## src/rtl/tecc_pkg.sv

```systemverilog
package tecc_pkg;
  localparam int TAG_W = 19;
  localparam int HAM_W = 5;
  localparam int CHK_W = 6;
  localparam int CW_W  = TAG_W + CHK_W;

  // position (1..24) of data bit j inside the Hamming block
  function automatic logic [HAM_W-1:0] pos_of(input int j);
    logic [HAM_W-1:0] r;
    int n;
    r = '0;
    n = 0;
    for (int p = 1; p < 32; p++) begin
      if ((p & (p - 1)) != 0) begin
        if (n == j) r = p[HAM_W-1:0];
        n++;
      end
    end
    return r;
  endfunction

  // Hamming parity bits over the data field
  function automatic logic [HAM_W-1:0] ham_bits(input logic [TAG_W-1:0] d);
    logic [HAM_W-1:0] c;
    logic [HAM_W-1:0] ps;
    c = '0;
    for (int j = 0; j < TAG_W; j++) begin
      ps = pos_of(j);
      for (int k = 0; k < HAM_W; k++)
        if (ps[k]) c[k] = c[k] ^ d[j];
    end
    return c;
  endfunction
endpackage

```

## src/rtl/tecc_way_dec.sv

```systemverilog
module tecc_way_dec
  import tecc_pkg::*;
(
  input  logic [CW_W-1:0]  cw,
  input  logic             en,
  output logic [TAG_W-1:0] fixed,
  output logic [CHK_W-1:0] syn,
  output logic             sbe,
  output logic             dbe
);
  logic [TAG_W-1:0] data;
  logic [CHK_W-1:0] chk;
  logic [CHK_W-1:0] raw_syn;

  assign data = cw[TAG_W-1:0];
  assign chk  = cw[CW_W-1:TAG_W];

  always_comb begin
    raw_syn[HAM_W-1:0] = ham_bits(data) ^ chk[HAM_W-1:0];
    raw_syn[CHK_W-1]   = ^cw;
  end

  assign sbe = en & raw_syn[CHK_W-1];
  assign dbe = en & ~raw_syn[CHK_W-1] & (|raw_syn[HAM_W-1:0]);
  assign syn = en ? raw_syn : '0;

  for (genvar j = 0; j < TAG_W; j++) begin : g_fix
    localparam logic [HAM_W-1:0] POS = pos_of(j);
    assign fixed[j] = data[j] ^ (sbe && (raw_syn[HAM_W-1:0] == POS));
  end
endmodule

```

## src/rtl/tecc_status.sv

```systemverilog
module tecc_status
  import tecc_pkg::*;
#(
  parameter int WAY_W    = 3,
  parameter int IDX_LO_W = 10,
  parameter int CFG_W    = 5,
  parameter int ST_W     = 5 + WAY_W + CHK_W + 1 + IDX_LO_W
) (
  input  logic                clk,
  input  logic                rst,
  input  logic                evt_vld,
  input  logic                evt_sbe,
  input  logic                evt_dbe,
  input  logic [IDX_LO_W:0]   evt_idx,
  input  logic [CHK_W-1:0]    evt_syn,
  input  logic [WAY_W-1:0]    evt_way,
  input  logic                cfg_we,
  input  logic [CFG_W-1:0]    cfg_wdata,
  output logic [ST_W-1:0]     status
);
  localparam int WAY_LSB = 5;
  localparam int SYN_LSB = WAY_LSB + WAY_W;
  localparam int IDXU_B  = SYN_LSB + CHK_W;
  localparam int IDXL_LSB = IDXU_B + 1;

  logic               sbe_f, dbe_f, en_q, sie_q, die_q;
  logic [WAY_W-1:0]   way_q;
  logic [CHK_W-1:0]   syn_q;
  logic [IDX_LO_W:0]  idx_q;
  logic               keep_s, keep_d, new_s, new_d, cap;

  always_comb begin
    keep_s = sbe_f & ~(cfg_we & cfg_wdata[0]);
    keep_d = dbe_f & ~(cfg_we & cfg_wdata[1]);
    new_s  = evt_vld & evt_sbe;
    new_d  = evt_vld & evt_dbe;
    cap    = (new_d & ~keep_d) | (new_s & ~new_d & ~keep_s & ~keep_d);
  end

  always_ff @(posedge clk) begin
    if (rst) begin
      sbe_f <= 1'b0;
      dbe_f <= 1'b0;
      en_q  <= 1'b0;
      sie_q <= 1'b0;
      die_q <= 1'b0;
      way_q <= '0;
      syn_q <= '0;
      idx_q <= '0;
    end else begin
      sbe_f <= keep_s | new_s;
      dbe_f <= keep_d | new_d;
      if (cfg_we) begin
        en_q  <= cfg_wdata[2];
        sie_q <= cfg_wdata[3];
        die_q <= cfg_wdata[4];
      end
      if (cap) begin
        way_q <= evt_way;
        syn_q <= evt_syn;
        idx_q <= evt_idx;
      end
    end
  end

  always_comb begin
    status = '0;
    status[0] = sbe_f;
    status[1] = dbe_f;
    status[2] = en_q;
    status[3] = sie_q;
    status[4] = die_q;
    status[WAY_LSB +: WAY_W]    = way_q;
    status[SYN_LSB +: CHK_W]    = syn_q;
    status[IDXU_B]              = idx_q[IDX_LO_W];
    status[IDXL_LSB +: IDX_LO_W] = idx_q[IDX_LO_W-1:0];
  end
endmodule

```

## src/rtl/tecc_monitor.sv

```systemverilog
module tecc_monitor
  import tecc_pkg::*;
#(
  parameter int WAYS     = 8,
  parameter int IDX_LO_W = 10,
  parameter int WAY_W    = $clog2(WAYS),
  parameter int CFG_W    = 5,
  parameter int ST_W     = 5 + WAY_W + CHK_W + 1 + IDX_LO_W
) (
  input  logic                    clk,
  input  logic                    rst,
  input  logic                    probe_vld,
  input  logic [IDX_LO_W:0]       probe_idx,
  input  logic [WAYS*CW_W-1:0]    probe_cw,
  input  logic                    probe_hit,
  input  logic [WAY_W-1:0]        probe_hit_way,
  input  logic                    dbg_force_hit,
  input  logic [WAY_W-1:0]        dbg_way,
  input  logic                    cfg_we,
  input  logic [CFG_W-1:0]        cfg_wdata,
  output logic                    fix_vld,
  output logic [WAYS*TAG_W-1:0]   fix_tags,
  output logic [ST_W-1:0]         status,
  output logic                    irq_sbe,
  output logic                    irq_dbe
);
  logic [WAYS*TAG_W-1:0] fix_w;
  logic [CHK_W-1:0]      syn_w [WAYS];
  logic [WAYS-1:0]       sbe_w, dbe_w;
  logic                  ecc_en;
  logic                  eff_hit;
  logic [WAY_W-1:0]      sel_way, cap_way;
  logic [CHK_W-1:0]      hit_syn;

  assign ecc_en = status[2];

  for (genvar w = 0; w < WAYS; w++) begin : g_way
    tecc_way_dec u_dec (
      .cw    (probe_cw[w*CW_W +: CW_W]),
      .en    (ecc_en),
      .fixed (fix_w[w*TAG_W +: TAG_W]),
      .syn   (syn_w[w]),
      .sbe   (sbe_w[w]),
      .dbe   (dbe_w[w])
    );
  end

  always_comb begin
    eff_hit = dbg_force_hit | probe_hit;
    sel_way = dbg_force_hit ? dbg_way : probe_hit_way;
    hit_syn = eff_hit ? syn_w[sel_way] : '0;
    cap_way = (hit_syn != '0) ? sel_way : '0;
  end

  tecc_status #(
    .WAY_W    (WAY_W),
    .IDX_LO_W (IDX_LO_W),
    .CFG_W    (CFG_W),
    .ST_W     (ST_W)
  ) u_status (
    .clk       (clk),
    .rst       (rst),
    .evt_vld   (probe_vld),
    .evt_sbe   (|sbe_w),
    .evt_dbe   (|dbe_w),
    .evt_idx   (probe_idx),
    .evt_syn   (hit_syn),
    .evt_way   (cap_way),
    .cfg_we    (cfg_we),
    .cfg_wdata (cfg_wdata),
    .status    (status)
  );

  always_ff @(posedge clk) begin
    if (rst) begin
      fix_vld  <= 1'b0;
      fix_tags <= '0;
    end else begin
      fix_vld <= probe_vld;
      if (probe_vld) fix_tags <= fix_w;
    end
  end

  assign irq_sbe = status[0] & status[3];
  assign irq_dbe = status[1] & status[4];
endmodule

```

## config.mk

```make
export PLATFORM = sky130hd
export DESIGN_NAME = tecc_monitor
export DESIGN_NICKNAME = d
export VERILOG_FILES = /design/src/rtl/tecc_pkg.sv /design/src/rtl/tecc_way_dec.sv /design/src/rtl/tecc_status.sv /design/src/rtl/tecc_monitor.sv
export SDC_FILE = /design/constraint.sdc
export NUM_CORES = 1
export LEC_CHECK = 0
export BUFFER_PORTS_ARGS = -buffer_cell sky130_fd_sc_hd__buf_2
export CORE_MARGIN = 8
export CORE_UTILIZATION = 36
export CTS_BUF_LIST = sky130_fd_sc_hd__clkbuf_8
export DETAILED_ROUTE_END_ITERATION = 16
export GPL_ROUTABILITY_DRIVEN = 1
export MAX_ROUTING_LAYER = met4
export SETUP_SLACK_MARGIN = 0.5
export SLEW_MARGIN = 20
export SYNTH_ARGS = -nofsm -noshare
export SYNTH_HDL_FRONTEND = slang
export SYNTH_HIERARCHICAL = 1
export SYNTH_SLANG_ARGS = --single-unit
```

## constraint.sdc

```tcl
create_clock -name clk -period 3.3 [get_ports clk]
set_input_delay 0.495 -clock clk [delete_from_list [all_inputs] [get_ports clk]]
set_output_delay 0.495 -clock clk [all_outputs]
set_load 0.05 [all_outputs]
```

==> qor.csv <==
metric,value,unit
layout net count,2498,
Yosys top cell by area,dfxtp_1,
Setup Skew,0.0207,ns
crit path from,probe_cw[175],
post-synthesis cell count,1622,
Post-synth ARST share,0,%
Antenna Nets Post-Route,0,
drt total wl,52700,um
RSZ-0062 raised after global routing,yes,
full die area,0.0496,mm2
CP endpoint,u_status/syn_q[4]$_SDFFE_PP0P_,
CP Capture Type,flop,
TritonCTS clock tree,yes,
Worst slew margin,52.9,%
#FFs+latches synth,178,
Final GP Congestion,0.895,
Avg Synthesized Cell Area,9.49,um2
initial antenna violation count,7,
Post-synth EDFFs,0,
Fin. Hold Viols,0,
crit path launch type,input pin,
layout cells sized above 1,37.1,%
GRT Overall Usage,21.2,%
CP required,3.82,ns
"most common cell after layout, fill and taps aside",buf_2,
final worst path period need,2.90,ns
Initial Util,36.6,%
Die H,223,um
period utilization,87.8,%
Final WS setup,0.402,ns
Crit Reg-Reg Endpoint,u_status/way_q[2]$_SDFFE_PP0P_,
PwrDens,587,mW/mm2
R2R setup slack,0.59,ns
Synth Flop Type,dfxtp_1,
synth unique cells,43,
Pwr Total,12.4,mW
Fillers,4061,
leak pwr,10.3,nW
sequential standard cell area,0.00356,mm2
Arrival @ worst endpoint,3.42,ns
area grow syn2layout,36.9,%
clock slew at reported path FFs,0.12,ns
footprint of the multi-input gates,0.0118,mm2
grt ovf,0,
synth warn,6,
input/output buffers,407,
"Cell Area, Synth",0.0154,mm2
worst vdd ir,0.000345,V
most frequent cells in the layout,"buf_2 (394), buf_4 (300), nor2_1 (220)",
post-DR vias/cell,4.93,
vias post-DR,14000,
DRT Pass-1 Iters,5,
R2R depth,11,
WS Path Type,in -> reg,
cts bufs inserted,17,
Worst Path Max Fanout,4,
hold slack,0.146,ns
row count,75,
drt wl/cell,18.6,um
H-tree Lvls,4,
core area,0.0420,mm2
Boundary Pins,408,
hold wc startpoint,cfg_wdata[4],
final core occ,50.1,%
Hold Path Class,in -> reg,
final setup fails,0,
register area share after synthesis,23.1,%
largest net degree at the start of global routing,71,
outcome,"complete, no violations",
Yosys top cell area share,23.1,%
Least-Margin Pin Slew,0.707,ns
Root Buffer,clkbuf_8,
MaxCap Viol Count,0,
Residual DRC,0,
Reg-to-Reg Start,u_status/en_q$_SDFFE_PP0P_,
Max Freq,345,MHz
Die Wd,223,um
Syn Nets,1850,
clock sink total,178,
first-pass GRT wire length,81000,um
Synth area leaders,"dfxtp_1 (23%), xnor2_1 (13%), xnor3_1 (13%)",
DP Worst Slack,-0.552,ns
clk buf depth,2,
number of global-route vias before repair,14500,
final slew viol count,0,
DRT iter0 DRCs,643,
DP HPWL,43000,um
Worst-Skew Late Latency,0.58,ns
==> worst max-delay path: stages <==
cell and delay, ns:
buf_2 0.12, xnor2_2 0.18, xnor3_2 0.46, buf_4 0.15, xnor3_1 0.34, nand2b_4 0.16, o311a_4 0.34, nor4_4 0.14
buf_4 0.16, nand2_1 0.09, o311a_4 0.45, clkbuf_16 0.17, mux2i_1 0.15
==> metrics by stage <==
step | area (um2) | instances | setup TNS [ns]
global route | 21100 | 2829 | 0
floorplan | 15600 | 1622 | -0.286
CTS | 20900 | 2816 | 0
global placement | 20200 | 2780 | -10.21
detailed placement | 20200 | 2780 | -10.77
finish | 21100 | 2829 | 0
==> power breakdown <==
| part | internal, mW | switching (mW) | leakage (nW) |
|---|---|---|---|
| combinational | 3.87 | 4.40 | 8.65 |
| clock | 0.630 | 0.996 | 0.198 |
| sequential | 2.34 | 0.122 | 1.47 |
| total | 6.85 | 5.52 | 10.3 |
==> final cells by class <==
type | count | share of cell area, %
multi-input combinational | 1327 | 56.0
timing repair buffer | 714 | 21.4
sequential | 178 | 16.9
tap | 539 | 3.20
clock buffer | 17 | 1.11
clock inverter | 15 | 0.754
inverter | 32 | 0.570
antenna | 7 | 0.0831
==> Yosys cell counts (all sizes together), types with 32 or more instances <==
cell type	instances
dfxtp	178
inv	32
xnor2	240
clkbuf	36
nand2b	62
mux2i	184
buf	49
xnor3	104
nand2	45
nor2	226
o211ai	58
xor2	128
==> repair_timing <==
| item | 4_1_cts | 5_1_grt |
|---|---|---|
| pin swaps | 28 | 7 |
| setup buffers | 3 | 5 |
| hold buffers | 0 | 0 |
| setup endpoints to repair | 20 | 20 |
| gates cloned | 1 | 1 |
| gates resized for setup | 42 | 24 |
==> flip-flops by register name (all words and copies together), names as in the netlist <==
| name | cells |
|---|---|
| fix_tags | 152 |
| fix_vld | 1 |
| u_status/dbe_f | 1 |
| u_status/die_q | 1 |
| u_status/en_q | 1 |
| u_status/idx_q | 11 |
| u_status/sbe_f | 1 |
| u_status/sie_q | 1 |
| u_status/syn_q | 6 |
| u_status/way_q | 3 |
==> kinds of logic after synthesis <==
kind of cell,count (synthesis),share of synthesized area (%)
compound gates,147,7.18
xor+xnor,472,36.7
buf+inv,117,3.59
flops,178,23.1
mux,185,12.1
simple gates,523,17.3
==> per-layer routing <==
layer	part of all wire, %	wire, um	track usage, %	vias to the layer above
met3	6.0	3190	6.14	67
met4	2.5	1300	6.67	0
met1	43	22400	24.7	6584
met2	49	25800	35.1	386
met5	0	0	-	-
li1	-	-	-	6924
==> worst min-delay path by stage <==
stage	end	slack (ns)	depth (start not counted)
floorplan	u_status/die_q$_SDFFE_PP0P_	0.46	2
detailed placement	u_status/way_q[1]$_SDFFE_PP0P_	0.46	2
finish	u_status/die_q$_SDFFE_PP0P_	0.15	3
global route	u_status/die_q$_SDFFE_PP0P_	0.11	3
global placement	u_status/idx_q[7]$_SDFFE_PP0P_	0.46	2
CTS	u_status/en_q$_SDFFE_PP0P_	0.07	3
Note: power is estimated with default switching activity, not from simulation.
